**src/rtl/ebus_pkg.sv**
```systemverilog
// Package: shared types and limits for the external bus cycle controller.
// Assumes: byte addressing, data bus of at most 16 bits.
package ebus_pkg;
    localparam int MIN_BURST = 2;
    localparam int MAX_BURST = 16;
    localparam int WRAP_BITS = $clog2(MAX_BURST);

    typedef enum logic [2:0] {
        ST_IDLE,
        ST_ADDR,
        ST_STROBE,
        ST_WAITX,
        ST_HOLD
    } ebus_state_e;

    typedef enum logic [1:0] {
        OP_READ      = 2'b00,
        OP_WRITE     = 2'b01,
        OP_FETCH     = 2'b10,
        OP_FETCH_ALT = 2'b11
    } ebus_op_e;
endpackage

```
**src/rtl/ebus_req_decode.sv**
```systemverilog
// Module: ebus_req_decode
// Purpose: purely combinational; from a request and the bus width it derives
// the first bus address, the number of beats and the active byte lanes.
// Assumes: op[1] marks a fetch; the mask is ignored for fetches.
module ebus_req_decode
    import ebus_pkg::*;
#(
    parameter int AW = 20,
    parameter int LW = 5
) (
    input  logic          bus16,
    input  ebus_op_e      op,
    input  logic [AW-1:0] addr,
    input  logic [1:0]    mask,
    input  logic [LW-1:0] blen,
    output logic [AW-1:0] start_addr,
    output logic [LW-1:0] nbeats,
    output logic [1:0]    lanes
);
    localparam logic [LW-1:0] BL_MIN = LW'(MIN_BURST);
    localparam logic [LW-1:0] BL_MAX = LW'(MAX_BURST);
    localparam logic [LW-1:0] ONE    = LW'(1);
    localparam logic [LW-1:0] TWO    = LW'(2);

    logic [1:0]    m_eff;
    logic [LW-1:0] bl_eff;

    // Map the request to its beat plan.
    always_comb begin
        m_eff = (mask == 2'b00) ? 2'b11 : mask;
        if (blen < BL_MIN)      bl_eff = BL_MIN;
        else if (blen > BL_MAX) bl_eff = BL_MAX;
        else                    bl_eff = blen;

        start_addr = addr;
        nbeats     = ONE;
        lanes      = 2'b01;
        if (op == OP_FETCH || op == OP_FETCH_ALT) begin
            if (bus16) begin
                start_addr[0] = 1'b0;
                nbeats        = (bl_eff + ONE) >> 1;
                lanes         = 2'b11;
            end else begin
                nbeats = bl_eff;
            end
        end else if (bus16) begin
            start_addr[0] = (m_eff == 2'b10);
            lanes         = m_eff;
        end else if (m_eff == 2'b11) begin
            start_addr[0] = 1'b0;
            nbeats        = TWO;
        end else begin
            start_addr[0] = (m_eff == 2'b10);
        end
    end
endmodule

```
**src/rtl/ebus_addr_step.sv**
```systemverilog
// Module: ebus_addr_step
// Purpose: next beat address; steps the word index on a 16-bit bus or the
// byte index on an 8-bit bus, wrapping inside an aligned burst block.
// Assumes: AW > WRAP; upper address bits never change within a request.
module ebus_addr_step #(
    parameter int AW   = 20,
    parameter int WRAP = 4
) (
    input  logic          bus16,
    input  logic [AW-1:0] cur,
    output logic [AW-1:0] nxt
);
    localparam logic [WRAP-2:0] W_ONE = (WRAP-1)'(1);
    localparam logic [WRAP-1:0] B_ONE = WRAP'(1);

    // Increment only the low index bits selected by the bus width.
    always_comb begin
        nxt = cur;
        if (bus16) nxt[WRAP-1:1] = cur[WRAP-1:1] + W_ONE;
        else       nxt[WRAP-1:0] = cur[WRAP-1:0] + B_ONE;
    end
endmodule

```
**src/rtl/ebus_phase_seq.sv**
```systemverilog
// Module: ebus_phase_seq
// Purpose: phase sequencer of one bus beat: address setup, strobe, WAIT
// extension, hold; chains to the next beat or returns to idle.
// Assumes: cfg values stay stable while a request is in progress.
module ebus_phase_seq
    import ebus_pkg::*;
#(
    parameter int CW = 4
) (
    input  logic          clk,
    input  logic          rst_n,
    input  logic          start,
    input  logic [CW-1:0] cfg_setup,
    input  logic [CW-1:0] cfg_strobe,
    input  logic          bus_wait,
    input  logic          more_beats,
    output ebus_state_e   state,
    output logic          capture
);
    logic [CW-1:0] cnt;

    // Capture happens on the edge that ends the final active strobe clock.
    always_comb begin
        capture = ((state == ST_STROBE) && (cnt == '0) && !bus_wait) ||
                  ((state == ST_WAITX) && !bus_wait);
    end

    // Phase state and clock counter.
    always_ff @(posedge clk) begin
        if (!rst_n) begin
            state <= ST_IDLE;
            cnt   <= '0;
        end else begin
            unique case (state)
                ST_IDLE: if (start) begin
                    state <= ST_ADDR;
                    cnt   <= cfg_setup;
                end
                ST_ADDR: if (cnt == '0) begin
                    state <= ST_STROBE;
                    cnt   <= cfg_strobe;
                end else begin
                    cnt <= cnt - 1'b1;
                end
                ST_STROBE: if (cnt == '0) begin
                    state <= bus_wait ? ST_WAITX : ST_HOLD;
                end else begin
                    cnt <= cnt - 1'b1;
                end
                ST_WAITX: if (!bus_wait) state <= ST_HOLD;
                ST_HOLD: if (more_beats) begin
                    state <= ST_ADDR;
                    cnt   <= cfg_setup;
                end else begin
                    state <= ST_IDLE;
                end
                default: state <= ST_IDLE;
            endcase
        end
    end

    // an extension clock only follows a high WAIT sample.
    a_r3_wait_extends: assert property (@(posedge clk) disable iff (!rst_n)
        (state == ST_WAITX) |-> $past(bus_wait));
endmodule

```
**src/rtl/ebus_ctrl.sv**
```systemverilog
// Module: ebus_ctrl (top)
// Purpose: accepts one request at a time, plans its beats, runs them
// through the phase sequencer and drives the external bus pins and the
// response port.
// Assumes: configuration is stable while busy; the requester holds its
// request fields only in the accepting clock.
module ebus_ctrl
    import ebus_pkg::*;
#(
    parameter int AW = 20,
    parameter int CW = 4,
    parameter int LW = 5
) (
    input  logic          clk,
    input  logic          rst_n,
    input  logic          cfg_bus16,
    input  logic [CW-1:0] cfg_setup,
    input  logic [CW-1:0] cfg_strobe,
    input  logic          req_valid,
    output logic          req_ready,
    input  logic [1:0]    req_op,
    input  logic [AW-1:0] req_addr,
    input  logic [15:0]   req_wdata,
    input  logic [1:0]    req_bmask,
    input  logic [LW-1:0] req_blen,
    output logic          rsp_valid,
    output logic [15:0]   rsp_data,
    output logic [AW-1:0] bus_addr,
    output logic          bus_cs_n,
    output logic          bus_oe_n,
    output logic          bus_we_n,
    output logic          bus_ble_n,
    output logic          bus_bhe_n,
    output logic [15:0]   bus_dout,
    output logic          bus_doe,
    input  logic [15:0]   bus_din,
    input  logic          bus_wait
);
    localparam logic [LW-1:0] ONE = LW'(1);

    ebus_state_e   state;
    logic          capture;
    logic          accept;
    logic          more_beats;
    logic          active;
    logic [AW-1:0] dec_addr;
    logic [AW-1:0] nxt_addr;
    logic [LW-1:0] dec_beats;
    logic [1:0]    dec_lanes;

    logic          bus16_q;
    logic          wr_q;
    logic          fe_q;
    logic [1:0]    lanes_q;
    logic [AW-1:0] addr_q;
    logic [LW-1:0] left_q;
    logic [15:0]   wdata_q;
    logic [7:0]    acc_lo_q;
    logic [7:0]    acc_hi_q;

    ebus_req_decode #(.AW(AW), .LW(LW)) u_dec (
        .bus16      (cfg_bus16),
        .op         (ebus_op_e'(req_op)),
        .addr       (req_addr),
        .mask       (req_bmask),
        .blen       (req_blen),
        .start_addr (dec_addr),
        .nbeats     (dec_beats),
        .lanes      (dec_lanes)
    );

    ebus_addr_step #(.AW(AW), .WRAP(WRAP_BITS)) u_step (
        .bus16 (bus16_q),
        .cur   (addr_q),
        .nxt   (nxt_addr)
    );

    ebus_phase_seq #(.CW(CW)) u_seq (
        .clk        (clk),
        .rst_n      (rst_n),
        .start      (accept),
        .cfg_setup  (cfg_setup),
        .cfg_strobe (cfg_strobe),
        .bus_wait   (bus_wait),
        .more_beats (more_beats),
        .state      (state),
        .capture    (capture)
    );

    // Handshake and phase decode.
    always_comb begin
        req_ready  = (state == ST_IDLE);
        accept     = req_valid && req_ready;
        more_beats = (left_q > ONE);
        active     = (state == ST_STROBE) || (state == ST_WAITX);
    end

    // Pin drive from the latched request and the current phase.
    always_comb begin
        bus_addr  = addr_q;
        bus_cs_n  = (state == ST_IDLE);
        bus_oe_n  = !(active && !wr_q);
        bus_we_n  = !(active && wr_q);
        bus_ble_n = !(active && lanes_q[0]);
        bus_bhe_n = !(active && lanes_q[1]);
        bus_doe   = wr_q && (state != ST_IDLE);
        if (bus16_q) bus_dout = wdata_q;
        else         bus_dout = {8'h00, addr_q[0] ? wdata_q[15:8] : wdata_q[7:0]};
    end

    // Request latch and beat advance.
    always_ff @(posedge clk) begin
        if (!rst_n) begin
            bus16_q <= 1'b0;
            wr_q    <= 1'b0;
            fe_q    <= 1'b0;
            lanes_q <= 2'b00;
            addr_q  <= '0;
            left_q  <= '0;
            wdata_q <= '0;
        end else if (accept) begin
            bus16_q <= cfg_bus16;
            wr_q    <= (req_op == OP_WRITE);
            fe_q    <= req_op[1];
            lanes_q <= dec_lanes;
            addr_q  <= dec_addr;
            left_q  <= dec_beats;
            wdata_q <= req_wdata;
        end else if (state == ST_HOLD && more_beats) begin
            addr_q <= nxt_addr;
            left_q <= left_q - ONE;
        end
    end

    // Read data capture, byte assembly and the response pulse.
    always_ff @(posedge clk) begin
        if (!rst_n) begin
            rsp_valid <= 1'b0;
            rsp_data  <= '0;
            acc_lo_q  <= '0;
            acc_hi_q  <= '0;
        end else begin
            rsp_valid <= 1'b0;
            if (accept) begin
                acc_lo_q <= '0;
                acc_hi_q <= '0;
            end else if (capture && !wr_q) begin
                if (fe_q) begin
                    rsp_valid <= 1'b1;
                    rsp_data  <= bus16_q ? bus_din : {8'h00, bus_din[7:0]};
                end else if (bus16_q) begin
                    rsp_valid <= 1'b1;
                    rsp_data  <= bus_din;
                end else begin
                    if (addr_q[0]) acc_hi_q <= bus_din[7:0];
                    else           acc_lo_q <= bus_din[7:0];
                    if (!more_beats) begin
                        rsp_valid <= 1'b1;
                        rsp_data  <= addr_q[0] ? {bus_din[7:0], acc_lo_q}
                                               : {acc_hi_q, bus_din[7:0]};
                    end
                end
            end
        end
    end

    // drivers stay off whenever the slave may drive the bus.
    a_r9_no_drive_with_oe: assert property (@(posedge clk) disable iff (!rst_n)
        !bus_oe_n |-> !bus_doe);
    // high lane never used on a narrow bus.
    a_r6_no_high_lane: assert property (@(posedge clk) disable iff (!rst_n)
        !bus16_q |-> bus_bhe_n);
    // address is held through the hold clock.
    a_r2_hold_addr: assert property (@(posedge clk) disable iff (!rst_n)
        (state == ST_HOLD) |-> $stable(bus_addr));
    // no acceptance while a cycle owns the bus.
    a_r2_ready_idle: assert property (@(posedge clk) disable iff (!rst_n)
        req_ready |-> bus_cs_n);
    // chip select bridges beats of a burst.
    a_r8_cs_bridge: assert property (@(posedge clk) disable iff (!rst_n)
        (state == ST_HOLD && more_beats) |=> !bus_cs_n);
    // responses are single-clock pulses.
    a_r4_rsp_pulse: assert property (@(posedge clk) disable iff (!rst_n)
        rsp_valid |=> !rsp_valid);
endmodule

```
**config.mk**
```make
export PLATFORM = sky130hd
export DESIGN_NAME = ebus_ctrl
export DESIGN_NICKNAME = d
export VERILOG_FILES = /design/src/rtl/ebus_pkg.sv /design/src/rtl/ebus_req_decode.sv /design/src/rtl/ebus_addr_step.sv /design/src/rtl/ebus_phase_seq.sv /design/src/rtl/ebus_ctrl.sv
export SDC_FILE = /design/constraint.sdc
export NUM_CORES = 1
export LEC_CHECK = 0
export ABC_CLOCK_PERIOD_IN_PS = 2300
export CORE_ASPECT_RATIO = 1.75
export CORE_MARGIN = 2
export CORE_UTILIZATION = 40
export DETAILED_ROUTE_END_ITERATION = 8
export DONT_BUFFER_PORTS = 1
export PLACE_DENSITY_LB_ADDON = 0.25
export SLEW_MARGIN = 30
export SYNTH_ARGS = -nofsm -noshare
export SYNTH_HDL_FRONTEND = slang
export SYNTH_SLANG_ARGS = --single-unit
export TNS_END_PERCENT = 100
```
**constraint.sdc**
```tcl
create_clock -name clk -period 2.3 [get_ports clk]
set_clock_uncertainty 0.05 [all_clocks]
set_input_delay 0.115 -clock clk [delete_from_list [all_inputs] [get_ports clk]]
set_output_delay 0.115 -clock clk [all_outputs]
set_load 0.02 [all_outputs]
```
==> impl_metrics.csv <==
group,metric,value,unit
min_path,hold_class,"input pin to flip-flop",
synth,synth_edf_count,0,
global_route,grt_pass1_vias,4067,
power_and_ir_drop,switching_share,37.9,%
placement,dp_hpwl,8480,um
final_layout,post_layout_nonfiller_instances,735,
global_route,track_usage,20.5,%
sta,setup_tns,0,ns
clock_tree,cts_buffers,9,
worst_setup_path,cp_max_fo,6,
power_and_ir_drop,pwr-share-clk,26.0,%
detailed_routing,vias,4015,
floorplanning,die_w,84.0,um
worst_setup_path,end_kind,"flip-flop",
sta,setup_viol,0,
worst_setup_path,path_delay_family,"simple AND/OR/NAND/NOR gates",
outcome,status,"finished clean",
final_layout,stdcell_area,0.00557,sq mm
placement,portBuffers,0,
final_layout,final_nets,680,
synth,synth_top_area_share,38.5,%
global_route,grt_max_degree,40,
sta,relSlewSlack,58.3,%
sta,grt_setup_unrepaired,"false",
sta,worstMarginPinSlew,0.625,ns
worst_setup_path,start_kind,"flip-flop",
worst_setup_path,slowest_stage,"or3b_2",
floorplanning,core_area,0.0110,sq mm
placement,dpl_cell_area,0.00465,sq mm
final_layout,area_growth,24.4,%
power_and_ir_drop,p_leak,2.32,nW
detailed_routing,wl_per_cell,17.0,um
clock_tree,clkTransAtPathRegs,0.06,ns
worst_setup_path,cp_num_buf_inv,1,
worst_setup_path,required,2.50,ns
clock_tree,cts_tree,"built",
final_layout,n_fill_cell,1044,
sta,period_needed,2.18,ns
power_and_ir_drop,p_seq_share,33.8,%
floorplanning,row_count,51,
floorplanning,die_h,144,um
sta,fmax,0.459,GHz
clock_tree,htreeDepth,3,
power_and_ir_drop,fin_total_pwr,0.00608,W
clock_tree,cts_buffer_depth,2,
detailed_routing,final_antenna_net_count,0,
power_and_ir_drop,pwr_density_cell,1090,mW/mm^2
worst_setup_path,critPathArrivalTime,2.38,ns
global_route,antenna_found_initial,1,
worst_setup_path,max_stage_delay,0.49,ns
synth,synthTopCellsByArea,"dfxtp_1 (38%), nand2_1 (11%), mux2i_1 (9.6%)",
clock_tree,clk_latency,0.34,ns
global_route,grt_pass1_wl,19900,um
detailed_routing,wirelength,12500,um
power_and_ir_drop,internal_power,0.00378,W
floorplanning,start_util,40.5,%
floorplanning,die_area,0.0121,sq mm
synth,yosysSeqAreaShare,38.5,%
synth,syn_nets,623,
clock_tree,clockRootBuffer,"clkbuf_16",
global_route,grt-ovfl-total,0,
final_layout,multiInputGateArea,0.00252,sq mm
synth,syn-cell-area,0.00447,sq mm
detailed_routing,dr.first_iter.drc_count,133,
synth,synth_async_sr_flop_share,0,%
sta,period_share,94.6,%
synth,ys_warn_count,0,
synth,synth_top_cell_by_area,"dfxtp_1",
synth,syn_inst,540,
detailed_routing,dr.pass1.iters,4,
floorplanning,io-pin-count,134,
synth,ys_ff_latch,86,
worst_setup_path,worstPathCellList,"inv_1 > ha_2 > or3b_2 > o2bb2ai_1 > or2_2 > a311oi_1",
detailed_routing,drc,0,
power_and_ir_drop,share_comb_of_total_power,40.2,%
power_and_ir_drop,p_sw,0.00230,W
synth,synth_most_common_cell,"nand2_1",
final_layout,regArea,0.00172,sq mm
detailed_routing,post_drt_via_cell_ratio,5.46,
synth,syn_avg_cell_area,8.29,sq um
final_layout,post-route-util,50.4,%
job,max_cap_violations,0,
placement,gp_congestion,0.839,
clock_tree,cts_sinks,86,
sta,hold_violations,0,
placement,place_inst,660,
final_layout,drive_gt1_share,13.1,%
synth,synthFlopType,"dfxtp_1",
power_and_ir_drop,ir_drop,799,uV
worst_setup_path,criticalPathCategory,"flip-flop to flip-flop",
sta,slew_violations,0,
synth,ys_types,69,
synth,yosys-top-cells-count,"nand2_1 (128), dfxtp_1 (86), a21oi_1 (54)",
registers in the layout, summed over array words and instances, names as in the netlist, 3 cells and up:
name	cells
u_seq.state	3
acc_lo_q	8
left_q	5
u_seq.cnt	4
acc_hi_q	8
rsp_data	16
wdata_q	16
bus_addr	20
stage by stage:
stage / hold slack [ns] / setup WS [ns]
6_report: 0.0129 / 0.123
5_1_grt: 0.0280 / 0.0106
4_1_cts: 0.00196 / 0.109
3_5_place_dp: 0.196 / 0.126
3_3_place_gp: 0.189 / 0.236
2_1_floorplan: 0.201 / 0.214
layout by cell type, fill, tap and decap left out, types with 8 or more instances in the layout:
cell,synthesis,final
ha_1,9,8
a21oi_1,54,54
nor2_1,26,26
dfxtp_1,86,86
dlygate4sd3_1,0,55
inv_1,14,14
clkbuf_16,0,9
and2_1,8,8
mux2i_1,43,43
nor3_1,9,9
nand2_1,128,128
buf_4,1,25
o21ai_0,19,19
mux2_2,18,18
what timing repair did:
| item | CTS | global route |
|---|---|---|
| buffers inserted | 0 | 2 |
| hold buffers | 56 | 0 |
| gates resized for setup | 0 | 1 |
| endpoints found under the setup margin | 0 | 15 |
| hold endpoints to repair | 81 | 0 |
power by group through the flow:
stage,clock [W],combinational (W),sequential (W)
after floorplan,0,0.00180,0.00202
after global placement,0,0.00224,0.00207
after detailed placement,0,0.00230,0.00208
after CTS,0.00162,0.00241,0.00205
after global routing,0.00168,0.00272,0.00209
final,0.00158,0.00244,0.00205
logic make-up (layout without fill, tap and decap cells):
family / Yosys count / after routing / synth area share [%]
AOI/OAI and AO/OA: 118 / 118 / 16.9
and+or+nand+nor: 213 / 213 / 22.0
muxes: 61 / 61 / 14.1
xor gates and xnor gates: 3 / 3 / 0.587
other: 0 / 1 / 0
DFF: 86 / 86 / 38.5
adders and majority gates: 9 / 9 / 2.52
buffers and inverters: 50 / 112 / 5.45
layout make-up:
cell class / instances / area share (%)
multi-input combinational: 404 / 45.3
sequential: 86 / 30.9
timing repair buffer: 82 / 14.0
clock buffer: 11 / 4.36
tap: 132 / 2.97
clock inverter: 5 / 1.48
inverter: 14 / 0.944
antenna: 1 / 0.0450
final timing paths:
kind	cells after the start	slack, ns	end	from
worst max-delay path	6	0.12	u_seq.cnt[1]$_SDFFE_PN0P_	u_seq.cnt[0]$_SDFFE_PN0P_
worst min register to register	2	0.41	wdata_q[2]$_SDFFE_PN0P_	wdata_q[2]$_SDFFE_PN0P_
worst max register to register	6	0.12	u_seq.cnt[1]$_SDFFE_PN0P_	u_seq.cnt[0]$_SDFFE_PN0P_
worst min-delay path	4	0.01	rsp_data[14]$_SDFFE_PN0P_	bus_din[14]
per-layer routing:
layer	up-vias	share of wire, %	GRT usage (%)
met3	22	4.9	4.60
li1	1987	-	-
met1	1887	38	21.0
met4	0	2.6	8.40
met5	-	0	0
met2	119	54	39.7
tightest hold or removal path: stages:
cell     delay (ns)
nand2_1        0.04
o21ai_0        0.08
nand2_1        0.07
mux2i_1        0.06
No activity file was read; power rests on OpenSTA's default activity.
